==> src/rtl/rt_desc_pkg.sv <==
package rt_desc_pkg;
  localparam int WORD_W    = 16;
  localparam int SA_W      = 5;
  localparam int DEV_LSB   = 8;
  localparam int DEV_W     = 4;
  localparam int BIT_DBAC  = 11;
  localparam int BIT_DPB   = 10;
  localparam int BIT_BCAST = 9;
  localparam int BIT_IXZEN = 7;

  typedef logic [WORD_W-1:0] cword_t;

  // writable by the host in any state
  localparam cword_t MASK_ANYTIME = 16'hF008;
  // writable by the host only while execution is disabled
  localparam cword_t MASK_IDLE    = 16'h00F7;
  // cleared by soft reset
  localparam cword_t MASK_SRST    = cword_t'((1 << BIT_DBAC) | (1 << BIT_DPB) | (1 << BIT_BCAST));
endpackage

==> src/rtl/rt_cmd_qual.sv <==
module rt_cmd_qual #(
  parameter int SA_W = 5
) (
  input  logic            clk,
  input  logic            rst,
  input  logic            exec_en,
  input  logic            cmd_valid,
  input  logic            cmd_tr,
  input  logic [SA_W-1:0] cmd_sa,
  input  logic            cmd_done,
  output logic            active,
  output logic            done_ok
);
  localparam logic [SA_W-1:0] SA_LOW_MC  = '0;
  localparam logic [SA_W-1:0] SA_HIGH_MC = '1;

  logic qual;

  always_comb begin
    qual = exec_en && cmd_valid && !cmd_tr &&
           (cmd_sa != SA_LOW_MC) && (cmd_sa != SA_HIGH_MC);
  end

  always_ff @(posedge clk) begin
    if (rst)           active <= 1'b0;
    else if (qual)     active <= 1'b1;
    else if (cmd_done) active <= 1'b0;
  end

  assign done_ok = cmd_done && active;
endmodule

==> src/rtl/rt_ctrl_word.sv <==
module rt_ctrl_word
  import rt_desc_pkg::*;
(
  input  logic             clk,
  input  logic             rst,
  input  logic             soft_rst,
  input  logic             exec_en,
  input  logic             host_sel,
  input  logic             host_rd,
  input  logic             host_wr,
  input  cword_t           host_wdata,
  input  logic             dev_upd,
  input  logic             cmd_active,
  input  logic [DEV_W-1:0] dev_bits,
  output cword_t           word,
  output cword_t           rdata
);
  cword_t wmask;
  cword_t nxt;
  logic   rd_hit;
  logic   dev_hit;

  always_comb begin
    rd_hit  = host_sel && host_rd;
    dev_hit = dev_upd && exec_en && cmd_active;
    wmask   = MASK_ANYTIME | (exec_en ? '0 : MASK_IDLE);
    nxt     = word;
    if (host_sel && host_wr) nxt = (nxt & ~wmask) | (host_wdata & wmask);
    if (rd_hit)              nxt[BIT_DBAC] = 1'b0;
    if (dev_hit)             nxt[DEV_LSB +: DEV_W] = dev_bits;
    if (soft_rst)            nxt = nxt & ~MASK_SRST;
  end

  always_ff @(posedge clk) begin
    if (rst) begin
      word  <= '0;
      rdata <= '0;
    end else begin
      word <= nxt;
      if (rd_hit) rdata <= word;
    end
  end
endmodule

==> src/rtl/rt_ixz_irq.sv <==
module rt_ixz_irq #(
  parameter int IDX_W = 8,
  parameter int CNT_W = 8
) (
  input  logic             clk,
  input  logic             rst,
  input  logic             done_ok,
  input  logic             ixz_en,
  input  logic             glob_en,
  input  logic             circ_mode,
  input  logic [IDX_W-1:0] idx_val,
  input  logic [CNT_W-1:0] circ_limit,
  output logic             irq
);
  localparam logic [IDX_W-1:0] IDX_ONE  = IDX_W'(1);
  localparam logic [CNT_W-1:0] CNT_ZERO = '0;

  logic [CNT_W-1:0] cnt;
  logic [CNT_W-1:0] cnt_inc;
  logic             hit_circ;
  logic             hit_idx;
  logic             fire;

  always_comb begin
    cnt_inc  = cnt + 1'b1;
    hit_circ = (circ_limit != CNT_ZERO) && (cnt_inc == circ_limit);
    hit_idx  = (idx_val == IDX_ONE);
    fire     = done_ok && ixz_en && glob_en && (circ_mode ? hit_circ : hit_idx);
  end

  always_ff @(posedge clk) begin
    if (rst) begin
      cnt <= '0;
      irq <= 1'b0;
    end else begin
      irq <= fire;
      if (done_ok && circ_mode) cnt <= hit_circ ? CNT_ZERO : cnt_inc;
    end
  end
endmodule

==> src/rtl/rt_rx_desc_ctrl.sv <==
module rt_rx_desc_ctrl
  import rt_desc_pkg::*;
#(
  parameter int IDX_W = 8,
  parameter int CNT_W = 8
) (
  input  logic              clk,
  input  logic              rst,
  input  logic              soft_rst,
  input  logic              exec_en,
  input  logic              host_sel,
  input  logic              host_rd,
  input  logic              host_wr,
  input  logic [WORD_W-1:0] host_wdata,
  output logic [WORD_W-1:0] host_rdata,
  input  logic              cmd_valid,
  input  logic              cmd_tr,
  input  logic [SA_W-1:0]   cmd_sa,
  input  logic              cmd_done,
  input  logic              dev_upd,
  input  logic [DEV_W-1:0]  dev_bits,
  input  logic              irq_glob_en,
  input  logic              circ_mode,
  input  logic [IDX_W-1:0]  idx_val,
  input  logic [CNT_W-1:0]  circ_limit,
  output logic              irq
);
  cword_t ctrl_q;
  logic   cmd_active;
  logic   done_ok;

  rt_cmd_qual #(.SA_W(SA_W)) u_qual (
    .clk(clk), .rst(rst), .exec_en(exec_en),
    .cmd_valid(cmd_valid), .cmd_tr(cmd_tr), .cmd_sa(cmd_sa),
    .cmd_done(cmd_done), .active(cmd_active), .done_ok(done_ok)
  );

  rt_ctrl_word u_word (
    .clk(clk), .rst(rst), .soft_rst(soft_rst), .exec_en(exec_en),
    .host_sel(host_sel), .host_rd(host_rd), .host_wr(host_wr),
    .host_wdata(host_wdata), .dev_upd(dev_upd), .cmd_active(cmd_active),
    .dev_bits(dev_bits), .word(ctrl_q), .rdata(host_rdata)
  );

  rt_ixz_irq #(.IDX_W(IDX_W), .CNT_W(CNT_W)) u_irq (
    .clk(clk), .rst(rst), .done_ok(done_ok), .ixz_en(ctrl_q[BIT_IXZEN]),
    .glob_en(irq_glob_en), .circ_mode(circ_mode), .idx_val(idx_val),
    .circ_limit(circ_limit), .irq(irq)
  );
endmodule

==> config.mk <==
export PLATFORM = sky130hd
export DESIGN_NAME = rt_rx_desc_ctrl
export DESIGN_NICKNAME = d
export VERILOG_FILES = /design/src/rtl/rt_desc_pkg.sv /design/src/rtl/rt_cmd_qual.sv /design/src/rtl/rt_ctrl_word.sv /design/src/rtl/rt_ixz_irq.sv /design/src/rtl/rt_rx_desc_ctrl.sv
export SDC_FILE = /design/constraint.sdc
export NUM_CORES = 1
export LEC_CHECK = 0
export ABC_CLOCK_PERIOD_IN_PS = 2520
export CORE_UTILIZATION = 61
export CTS_BUF_LIST = sky130_fd_sc_hd__clkbuf_2 sky130_fd_sc_hd__clkbuf_4 sky130_fd_sc_hd__clkbuf_8
export DETAILED_ROUTE_END_ITERATION = 16
export DONT_BUFFER_PORTS = 1
export GPL_TIMING_DRIVEN = 0
export PLACE_DENSITY = 0.81
export SYNTH_ARGS = -nofsm -noshare
export SYNTH_HDL_FRONTEND = slang
export SYNTH_SLANG_ARGS = --single-unit
==> constraint.sdc <==
create_clock -name clk -period 2.52 [get_ports clk]
set_input_delay 0.504 -clock clk [delete_from_list [all_inputs] [get_ports clk]]
set_output_delay 0.504 -clock clk [all_outputs]
set_load 0.05 [all_outputs]
### After elaboration in Yosys (flattened, before gate mapping)

Cells that the tools add are included.

| storage, ports and cells | value |
|---|---|
| register bits | 42 |
| input bits | 54 |

| operators by class | value |
|---|---|
| add/subtract/negate cells | 1 |
| equality and inequality tests | 3 |
| muxes and demuxes | 8 |
| bitwise gates (word level) | 4 |
| reduce and logical (&&, ||, !) cells | 21 |

Operators with widths:

| cell | count |
|---|---|
| $and 16x16->16 | 2 |
| $mux 16 | 1 |
| $mux 8 | 2 |
| $not 16->16 | 1 |
| $or 16x16->16 | 1 |
| $logic_and 1x1->1 | 14 |
| $add 8x1->8 const B | 1 |
| $eq 8x1->1 const B | 1 |
| $eq 8x8->1 | 1 |
| $reduce_bool 8->1 | 1 |
| $ne 5x5->1 const B | 1 |
| $reduce_bool 5->1 | 1 |
| $mux 1 | 4 |
| $mux 4 | 1 |
| $reduce_bool 2->1 | 2 |
| $reduce_bool 3->1 | 1 |
| $reduce_or 2->1 | 1 |
| $logic_not 1->1 | 1 |

### Longest topological paths before layout

Gate-level depths: netlist of the first run.

| depth | value |
|---|---|
| word-level depth | 7 |
| depth in mapped cells | 9 |

### Cells and area by module

Synthesis of the first run repeated with hierarchy kept, for this count alone.

| unflattened totals | value |
|---|---|
| cell total of the unflattened synthesis | 238 |
| area, all modules | 2044.5 µm² |

Modules (own cells, without submodules):

| module | instances | cells an instance | area each (µm²) |
|---|---|---|---|
| rt_ctrl_word | 1 | 131 | 1207.4 |
| rt_ixz_irq | 1 | 96 | 757.0 |
| rt_cmd_qual | 1 | 11 | 80.1 |

### Worst setup path after synthesis of the first run

OpenSTA, ideal clock, no wires.

| timing | value |
|---|---|
| path kind | reg2reg |
| start point | register u_irq.cnt[0] |
| end point | register u_irq.cnt[7] |
| setup time | 74 ps |
| data arrival time | 1927 ps |
| data required time | 2446 ps |
| setup slack | 519 ps |
| stages on the path, launching flop included | 8 |
| clock period less this slack | 2001 ps |
| cells stage by stage | dfxtp_1 -> ha_1 -> nand3_2 -> nor2_2 -> xnor3_1 -> and3_4 -> or4_1 -> a31oi_1 |

| on the way | value |
|---|---|
| word-level cells in the longest chain between the ends | 4 |

Ends and longest elaborated chain:

| item | line | source |
|---|---|---|
| start: declaration | rt_ixz_irq.sv:18 | `logic [CNT_W-1:0] cnt;` |
| start signal: assignment | rt_ixz_irq.sv:37 | `if (done_ok && circ_mode) cnt <= hit_circ ? CNT_ZERO : cnt_inc;` |
| $add 8x1->8 (*) | rt_ixz_irq.sv:25 | `cnt_inc = cnt + 1'b1;` |
| $eq 8x8->1 | rt_ixz_irq.sv:26 | `hit_circ = (circ_limit != CNT_ZERO) && (cnt_inc == circ_limit);` |
| $logic_and 1x1->1 | rt_ixz_irq.sv:26 |  |
| $mux 8 (*) | rt_ixz_irq.sv:37 |  |

Mark *: on every way between the ends. The rest lies on a longest branch, timed or not.
A chain may end at the register's enable or synchronous reset.

### Worst setup path after layout of the first run

Same ends and word-level chain as after synthesis.

==> results of run 1 <==
-- power by group through the flow --
stage	clock network, mW	registers, mW	logic, mW
after floorplan	0	0.704	0.0548
after global placement	0	0.705	0.0640
after CTS	0.458	0.691	0.0681
after detailed placement	0	0.706	0.0678
after global routing	0.484	0.693	0.0763
final	0.453	0.691	0.0684
-- worst max-delay path, cell delays in order, from the launching register on --
cell and delay [ps]:
dfxtp_1 510, ha_1 350, nand3_2 150, nor2_2 170, xnor3_1 230, and3_4 190, or4_1 490, a31oi_1 170
-- worst min path at each step --
stage	cells after the start	end	from
floorplan	2	u_word.rdata[10]	u_word.word[10]
global placement	2	u_word.rdata[15]	u_word.word[15]
detailed placement	2	u_word.rdata[13]	u_word.word[13]
CTS	1	u_word.word[11]	soft_rst
global route	1	u_word.word[10]	soft_rst
finish	1	u_word.word[10]	soft_rst
-- layer usage --
metal  global-route usage, %  wire (um)  share of wire (%)  vias to the layer above
li1                        -          -                  -                      844
met5                       0          0                  0                        -
met1                    30.4       1690                 40                      805
met2                    47.3       2110                 50                       73
met4                    9.52         56                1.3                        0
met3                    7.81        357                8.5                        6
-- cells in the final DEF, fill, tap and decap left out, types with 3 or more instances in the layout --
cell type and n:
nand3_1 10, or4_1 3, inv_1 3, dfxtp_1 42, a21oi_1 32, nor3_1 8
xnor2_1 5, o21ai_0 3, o31ai_1 5, nor2_1 7, mux2i_1 4, clkbuf_1 8
a22o_1 5, nand2_1 63, clkbuf_4 5
-- cell families (layout without fill, tap and decap cells) --
kind of cell | count (synthesis) | count (layout) | share of synthesized area [%]
AND/OR/NAND/NOR | 114 | 114 | 28.8
AO/OA/AOI/OAI | 53 | 53 | 16.6
flip-flops | 42 | 42 | 44.1
buffers and inverters | 16 | 24 | 3.81
XOR/XNOR | 7 | 7 | 3.94
multiplexers | 4 | 4 | 2.10
adder cells (fa/ha/maj) | 1 | 1 | 0.656
-- through the flow --
step	std cells	utilization, %
2_1_floorplan	237	-
3_3_place_gp	268	68.2
3_5_place_dp	268	68.2
4_1_cts	276	71.2
5_1_grt	276	71.2
6_report	276	71.2
-- cell type report --
cell class	count	area [sq um]	share of cell area (%)
clock buffers	5	37.5	1.85
clock inverters	3	48.8	2.40
inverters	3	11.3	0.555
flip-flops and latches	42	841	41.4
multi-input cells	179	992	48.9
well taps	31	38.8	1.91
plain buffers	13	61.3	3.02
==> impl_metrics.py, run 1 <==
metrics = {
    "grt": {
        "grt_remaining_overflow": 0,
        "grt_max_degree": 16,
        "gr-usage-all-layers_pct": 26.7,
        "grt_pass1_vias": 1569,
        "antenna_found_initial": 0,
        "grt_pass1_wl_um": 6730,
    },
    "logic_synthesis": {
        "yosys_warnings": 0,
        "yosys-top-cells-area": "dfxtp_1 44%, nand2_1 12%, a21oi_1 8.4%, nand3_1 2.6%, a22o_1 2.3%",
        "syn_nets": 292,
        "synth_area_sq_mm": 0.00191,
        "synth-seq-cells": 42,
        "synth_area_per_cell_sq_um": 8.04,
        "synth_top_area_cell": "dfxtp_1",
        "synthFlopType": "dfxtp_1",
        "ys_seq_area_share_pct": 44.1,
        "synth_common_cells": "63 x nand2_1, 42 x dfxtp_1, 32 x a21oi_1, 10 x nand3_1",
        "ys_types": 46,
        "ys_async_sr_fraction_pct": 0,
        "synth.most_common_cell": "nand2_1",
        "synthCells": 237,
        "yosysTopAreaCellShare_pct": 44.1,
        "synth_edf_count": 0,
    },
    "routing": {
        "dr_total_vias": 1728,
        "ant_nets": 0,
        "wl_per_cell_um": 15.3,
        "drt_wl_total_um": 4210,
        "drc": 3,
        "drt-pass1-iter-count": 10,
        "drt_iter0_drc": 66,
        "via_per_inst": 6.26,
    },
    "cts": {
        "hold_buffers": 0,
        "insertion_delay_ps": 360,
        "cts_setup_buffers": 0,
        "root_buffer": "clkbuf_4",
        "clk_pin_slew_worst_paths_ps": 130,
        "cts.htree.levels": 2,
        "clock_sinks": 42,
        "cts.path.max_buffers": 2,
        "cts_tree": "yes",
        "cts_made_buffers": 5,
        "ctsResizeCount": 0,
    },
    "power": {
        "clock_power_share_pct": 37.3,
        "leakage_nw": 0.685,
        "powerDensity_mw_per_mm2": 597,
        "total_power_mw": 1.21,
        "p_switching_mw": 0.296,
        "swShare_pct": 24.4,
        "ir_drop_mv": 0.445,
        "p_int_mw": 0.916,
        "combPwrFrac_pct": 5.6,
        "p_seq_share_pct": 57.0,
    },
    "worst_setup_path": {
        "crit_end": "u_irq.cnt[7]",
        "arrival_ps": 2630,
        "reg2reg_from": "u_irq.cnt[0]",
        "endpoint_kind": "flip-flop",
        "worstPathMaxFanout": 8,
        "worstRegToRegCells": 7,
        "critPathKind": "reg2reg",
        "critPathLaunch": "u_irq.cnt[0]",
        "r2r_slack_ps": 190,
        "cp-start-kind": "flip-flop",
        "reg2reg_to": "u_irq.cnt[7]",
        "required_ps": 2820,
    },
    "die": {
        "die_w_um": 57.9,
        "start_util_pct": 66.8,
        "die_height_um": 57.9,
        "dieArea_sq_mm": 0.00335,
        "rows": 19,
        "num_io_pins": 71,
        "core_region_area_sq_mm": 0.00285,
    },
    "timing": {
        "hold_slack_ps": 197,
        "worst_pin_slew_ps": 548,
        "fmax_ghz": 0.430,
        "drv_slew": 0,
        "hold_viol": 0,
        "final.setup.worst_slack_ps": 192,
        "finalSetupTns_ps": 0,
        "finClkSkew_ps": 10.5,
        "fin_crit_ps": 2330,
        "fin_crit_sh_pct": 92.4,
        "timing.slew.headroom_pct": 63.4,
        "rsz0062_at_grt": "false",
        "setup_viol": 0,
    },
    "layout": {
        "area_growth_syn_to_layout_pct": 6.57,
        "antenna_cells": 0,
        "drive_gt1_share_pct": 6.94,
        "fillers": 245,
        "stdcell_area_sq_mm": 0.00203,
        "nets": 299,
    },
    "placed_design": {
        "place_congestion": 0.851,
        "dpl_cell_area_sq_mm": 0.00194,
        "numPortBuffers": 0,
        "hpwl_um": 3090,
        "dp_slack_ps": 247,
    },
    "flow_run": {
        "cap_violations": 0,
    },
    "outcome": {
        "violations": "design-rule violations",
        "outcome": "finished with violations",
    },
    "hold_path": {
        "min_path_type": "in2reg",
    },
}
Note: power is estimated with default switching activity, not from simulation.
==> run 2, diff against run 1 <==
ABC_AREA = 1   (was not set)
==> impl_metrics.py, run 2 <==
metrics = {
    "cts": {
        "cts_setup_buffers": 0,
        "clk_pin_slew_worst_paths_ps": 120,
        "cts.htree.levels": 2,
        "cts.path.max_buffers": 2,
        "cts_made_buffers": 5,
        "clock_sinks": 42,
        "root_buffer": "clkbuf_4",
        "cts_tree": "yes",
        "ctsResizeCount": 0,
        "insertion_delay_ps": 350,
        "hold_buffers": 0,
    },
    "timing": {
        "fin_crit_sh_pct": 65.2,
        "worst_pin_slew_ps": 545,
        "setup_viol": 0,
        "finClkSkew_ps": 16.0,
        "hold_viol": 0,
        "timing.slew.headroom_pct": 63.6,
        "fmax_ghz": 0.609,
        "hold_slack_ps": 213,
        "rsz0062_at_grt": "false",
        "drv_slew": 0,
        "fin_crit_ps": 1640,
        "finalSetupTns_ps": 0,
    },
    "layout": {
        "antenna_cells": 0,
        "drive_gt1_share_pct": 6.76,
        "instances_no_fill": 340,
        "area_growth_syn_to_layout_pct": 6.99,
        "nets": 351,
        "layout_common_cells": "107 x nand2_1, 42 x a21oi_1, 42 x dfxtp_1",
        "final_common_cell": "nand2_1",
    },
    "logic_synthesis": {
        "synth_top_area_cell": "dfxtp_1",
        "yosysTopAreaCellShare_pct": 43.1,
        "synth-seq-cells": 42,
        "synth_simple_gate_area_share_pct": 36.8,
        "synth_edf_count": 0,
        "yosys-top-cells-area": "dfxtp_1 43%, nand2_1 21%, a21oi_1 11%, nand3_1 4.9%, nor2_1 4.2%",
        "muxShareOfSynthArea_pct": 0,
        "synth.most_common_cell": "nand2_1",
        "yosys_warnings": 0,
        "synth-xor-area-share_pct": 0.449,
        "syn_nets": 344,
        "synth_top_family_by_area": "simple AND/OR/NAND/NOR gates",
        "ys_types": 25,
        "synth_area_per_cell_sq_um": 6.75,
        "synth-compound-area-share_pct": 13.0,
        "synth_common_cells": "107 x nand2_1, 42 x a21oi_1, 42 x dfxtp_1, 22 x nor2_1, 21 x inv_1",
        "ys_async_sr_fraction_pct": 0,
        "ys_seq_area_share_pct": 43.1,
        "synthCells": 289,
        "synthFlopType": "dfxtp_1",
        "synth_area_sq_mm": 0.00195,
        "synth_fa_ha_area_share_pct": 0.641,
    },
    "hold_path": {
        "min_path_type": "in2reg",
        "worstHoldStart": "circ_mode",
    },
    "worst_setup_path": {
        "worstPathMaxFanout": 9,
        "critical-path-max-stage-delay_ps": 350,
        "cp_top_family": "simple AND/OR/NAND/NOR gates",
        "cp-start-kind": "flip-flop",
        "reg2reg_from": "u_irq.cnt[1]",
        "critPathKind": "reg2reg",
        "crit_buf_inv": 0,
        "endpoint_kind": "flip-flop",
        "required_ps": 2750,
        "arrival_ps": 1880,
        "crit_chain": "ha_1, xnor2_1, nand2_1, nor2_1, nand3_1, nor2_1, nand3_4, nand2_1, a21oi_1",
        "critPathLaunch": "u_irq.cnt[1]",
        "cp_slowest_cell": "dfxtp_1",
    },
    "placed_design": {
        "hpwl_um": 2900,
        "place_congestion": 0.792,
        "dp.cells": 333,
        "numPortBuffers": 0,
    },
    "power": {
        "p_int_mw": 0.929,
        "powerDensity_mw_per_mm2": 574,
        "clock_power_share_pct": 36.5,
        "p_seq_share_pct": 58.0,
        "swShare_pct": 22.5,
        "combPwrFrac_pct": 5.5,
        "leakage_nw": 0.732,
        "ir_drop_mv": 0.491,
        "p_switching_mw": 0.270,
    },
    "grt": {
        "grt_max_degree": 13,
        "grt_pass1_vias": 1399,
        "antenna_found_initial": 0,
        "grt_remaining_overflow": 0,
        "gr-usage-all-layers_pct": 23.5,
        "grt_pass1_wl_um": 6000,
    },
    "die": {
        "core_region_area_sq_mm": 0.00305,
        "start_util_pct": 63.9,
        "num_io_pins": 71,
        "rows": 20,
        "die_height_um": 58.6,
        "die_w_um": 58.6,
        "dieArea_sq_mm": 0.00343,
    },
    "routing": {
        "via_per_inst": 5.33,
        "drt_iter0_drc": 87,
        "drt_wl_total_um": 3930,
        "wl_per_cell_um": 11.6,
        "dr_total_vias": 1811,
        "ant_nets": 0,
        "drc": 0,
        "drt-pass1-iter-count": 6,
    },
    "flow_run": {
        "cap_violations": 0,
    },
    "outcome": {
        "outcome": "finished, final reports clean",
    },
}
-- run 2: kinds of logic after synthesis --
logic type / count (synthesis)
flip-flops: 42
XOR/XNOR: 1
buffers and inverters: 31
AO/OA/AOI/OAI: 48
adder cells (fa/ha/maj): 1
AND/OR/NAND/NOR: 166
-- run 2: power by group through the flow --
stage          logic (mW)  registers, mW  clock network (mW)
2_1_floorplan      0.0531          0.708                   0
3_3_place_gp       0.0654          0.710                   0
3_5_place_dp       0.0666          0.710                   0
4_1_cts            0.0669          0.695               0.447
5_1_grt            0.0754          0.697               0.475
6_report           0.0658          0.695               0.438
-- run 2: routing by layer --
layer / up-vias / wire length [um] / GRT usage (%)
li1: 946 / - / -
met1: 793 / 1780 / 30.2
met2: 66 / 1790 / 36.5
met3: 6 / 300 / 8.57
met4: 0 / 53 / 8.16
met5: - / 0 / 0
-- run 2: per-stage QoR --
| step | total power [mW] | cell area (sq um) | worst slack [ps] | utilization, % |
|---|---|---|---|---|
| after global placement | 0.775 | 2010 | 876 | 65.7 |
| after floorplan | 0.762 | 1950 | 1040 | - |
| final | 1.20 | 2090 | 878 | 68.4 |
| after detailed placement | 0.777 | 2010 | 849 | 65.7 |
| after CTS | 1.21 | 2090 | 861 | 68.4 |
| after global routing | 1.25 | 2090 | 722 | 68.4 |
-- run 2: path summary, 6_finish.rpt --
check	end	slack, ps	cells after the start
max	u_irq.cnt[3]	880	9
min reg2reg	u_word.rdata[8]	450	2
max reg2reg	u_irq.cnt[3]	880	9
min	u_irq.irq	210	1
-- run 2: area by class of cell --
cell class / count / area, sq um
clock inverter: 1 / 30.0
fill: 308 / 965
sequential: 42 / 841
tap: 44 / 55.1
clock buffer: 6 / 51.3
buffer: 8 / 31.3
multi-input combinational: 216 / 993
inverter: 23 / 86.3
==> run 3, diff against run 2 <==
ABC_CLOCK_PERIOD_IN_PS = 1400   (was 2520)
CORE_UTILIZATION = 59   (was 61)
PLACE_DENSITY = 0.82   (was 0.81)
clock period = 1.4 ns   (was 2.52 ns; I/O delays follow)
==> impl_metrics.py, run 3 (synthesis gave the netlist of run 2 again) <==
metrics = {
    "timing": {
        "setup_viol": 9,
        "timing.slew.headroom_pct": 63.9,
        "drv_slew": 0,
        "hold_viol": 0,
        "fin_crit_ps": 1600,
        "fmax_ghz": 0.624,
        "hold_slack_ps": 59.4,
        "worst_pin_slew_ps": 539,
        "rsz0062_at_grt": "true",
        "fin_crit_sh_pct": 114,
        "final.setup.worst_slack_ps": -203,
        "finClkSkew_ps": 4.15,
    },
    "cts": {
        "insertion_delay_ps": 350,
        "cts_tree": "yes",
        "cts_made_buffers": 5,
        "root_buffer": "clkbuf_4",
        "clk_pin_slew_worst_paths_ps": 120,
        "cts.path.max_buffers": 2,
        "cts.htree.levels": 2,
        "clock_sinks": 42,
    },
    "worst_setup_path": {
        "required_ps": 1630,
        "worstPathMaxFanout": 8,
        "critPathKind": "reg2reg",
        "endpoint_kind": "flip-flop",
        "cp-start-kind": "flip-flop",
        "arrival_ps": 1840,
    },
    "layout": {
        "drive_gt1_share_pct": 10.7,
        "nets": 354,
        "regArea_sq_um": 846,
        "multi_input_area_sq_mm": 0.00106,
        "stdcell_area_sq_mm": 0.00221,
        "layout_common_cells": "104 x nand2_1, 41 x a21oi_1, 40 x dfxtp_1",
        "fillers": 280,
        "finalCoreUtilization_pct": 71.2,
        "final_common_cell": "nand2_1",
        "antenna_cells": 0,
        "area_growth_syn_to_layout_pct": 13.2,
    },
    "grt": {
        "met2_usage_pct": 41.6,
        "grt_pass1_vias": 1506,
        "grt_pass1_wl_um": 6110,
        "gr-usage-met1_pct": 25.2,
        "antenna_found_initial": 0,
        "grt_max_degree": 14,
        "gr-usage-all-layers_pct": 23.5,
        "grt_remaining_overflow": 0,
        "gr-max-usage-layer": "met2",
        "gr-usage-met3_pct": 8.73,
    },
    "routing": {
        "drt_wl_total_um": 4050,
        "drt-pass1-iter-count": 4,
        "drt_iter0_drc": 66,
        "drc": 0,
        "dr_total_vias": 1797,
        "via_per_inst": 5.22,
        "ant_nets": 0,
        "wl_per_cell_um": 11.8,
    },
    "hold_path": {
        "min_path_type": "in2reg",
    },
    "outcome": {
        "violations": "negative setup slack",
        "outcome": "finished with violations",
    },
    "flow_run": {
        "cap_violations": 0,
    },
    "die": {
        "rows": 20,
        "start_util_pct": 62.9,
        "core_region_area_sq_mm": 0.00310,
        "dieArea_sq_mm": 0.00354,
        "die_height_um": 59.5,
        "num_io_pins": 71,
        "die_w_um": 59.5,
    },
    "power": {
        "ir_drop_mv": 1.02,
        "leakage_nw": 0.761,
        "powerDensity_mw_per_mm2": 1070,
    },
    "placed_design": {
        "hpwl_um": 2860,
        "numPortBuffers": 0,
        "dpl_cell_area_sq_mm": 0.00203,
        "place_congestion": 0.861,
    },
}
run 3: changes by cell type in the layout (fill, tap and decap cells not counted), sizes merged:
cell,before,now
buf,1,2
bufinv,1,2
dlygate4sd3,0,1
nand3,20,21
run 3: final timing paths:
check | cells after the start | startpoint | to | slack, ps
max | 10 | u_irq.cnt[0] | u_irq.cnt[7] | -200
max reg2reg | 10 | u_irq.cnt[0] | u_irq.cnt[7] | -200
min | 2 | host_wdata[14] | u_word.word[14] | 60
min reg2reg | 2 | flip-flop | u_word.rdata[5] | 470
run 3: stage by stage:
step	TNS, ps	cells	power (mW)	setup WS, ps
after floorplan	-199	289	1.37	-33.8
after global placement	-1870	333	1.40	-195
after detailed placement	-1790	333	1.40	-197
after CTS	-1370	344	2.39	-172
after global routing	-2640	344	2.44	-316
final	-1660	344	2.37	-203
run 3: worst max-delay path: stages (launching register included):
cell and delay, ps:
dfxtp_2 370, buf_4 150, inv_1 80, nor2_4 140
nand3_1 110, nand3_1 110, nand2_1 90, nor2_4 160
nand3_4 130, nand2_2 100, a21oi_2 40
run 3: where the power goes:
group | internal [mW] | leakage (nW) | switching (mW)
sequential | 1.21 | 0.341 | 0.0354
combinational | 0.0449 | 0.362 | 0.0877
clock | 0.605 | 0.0585 | 0.386
total | 1.86 | 0.761 | 0.510
run 3: repair_timing:
item,in CTS,in global routing
gates resized for setup,7,4
pin swaps,7,1
gates cloned,1,0
endpoints found under the setup margin,9,9
hold buffers,1,0
hold endpoints to repair,1,0
buffers inserted,1,0
run 3: routing by layer:
layer / vias to the layer above / wire length (um)
met2: 56 / 2000
met1: 783 / 1750
met5: - / 0
li1: 952 / -
met3: 6 / 242
met4: 0 / 58
run 3: cell type report:
class | count | area share [%]
Multi-Input combinational cell | 217 | 48.0
Sequential cell | 42 | 38.3
Inverter | 23 | 3.91
Clock inverter | 2 | 2.72
Tap cell | 44 | 2.49
Clock buffer | 6 | 2.32
Buffer | 8 | 1.53
Timing Repair Buffer | 2 | 0.793
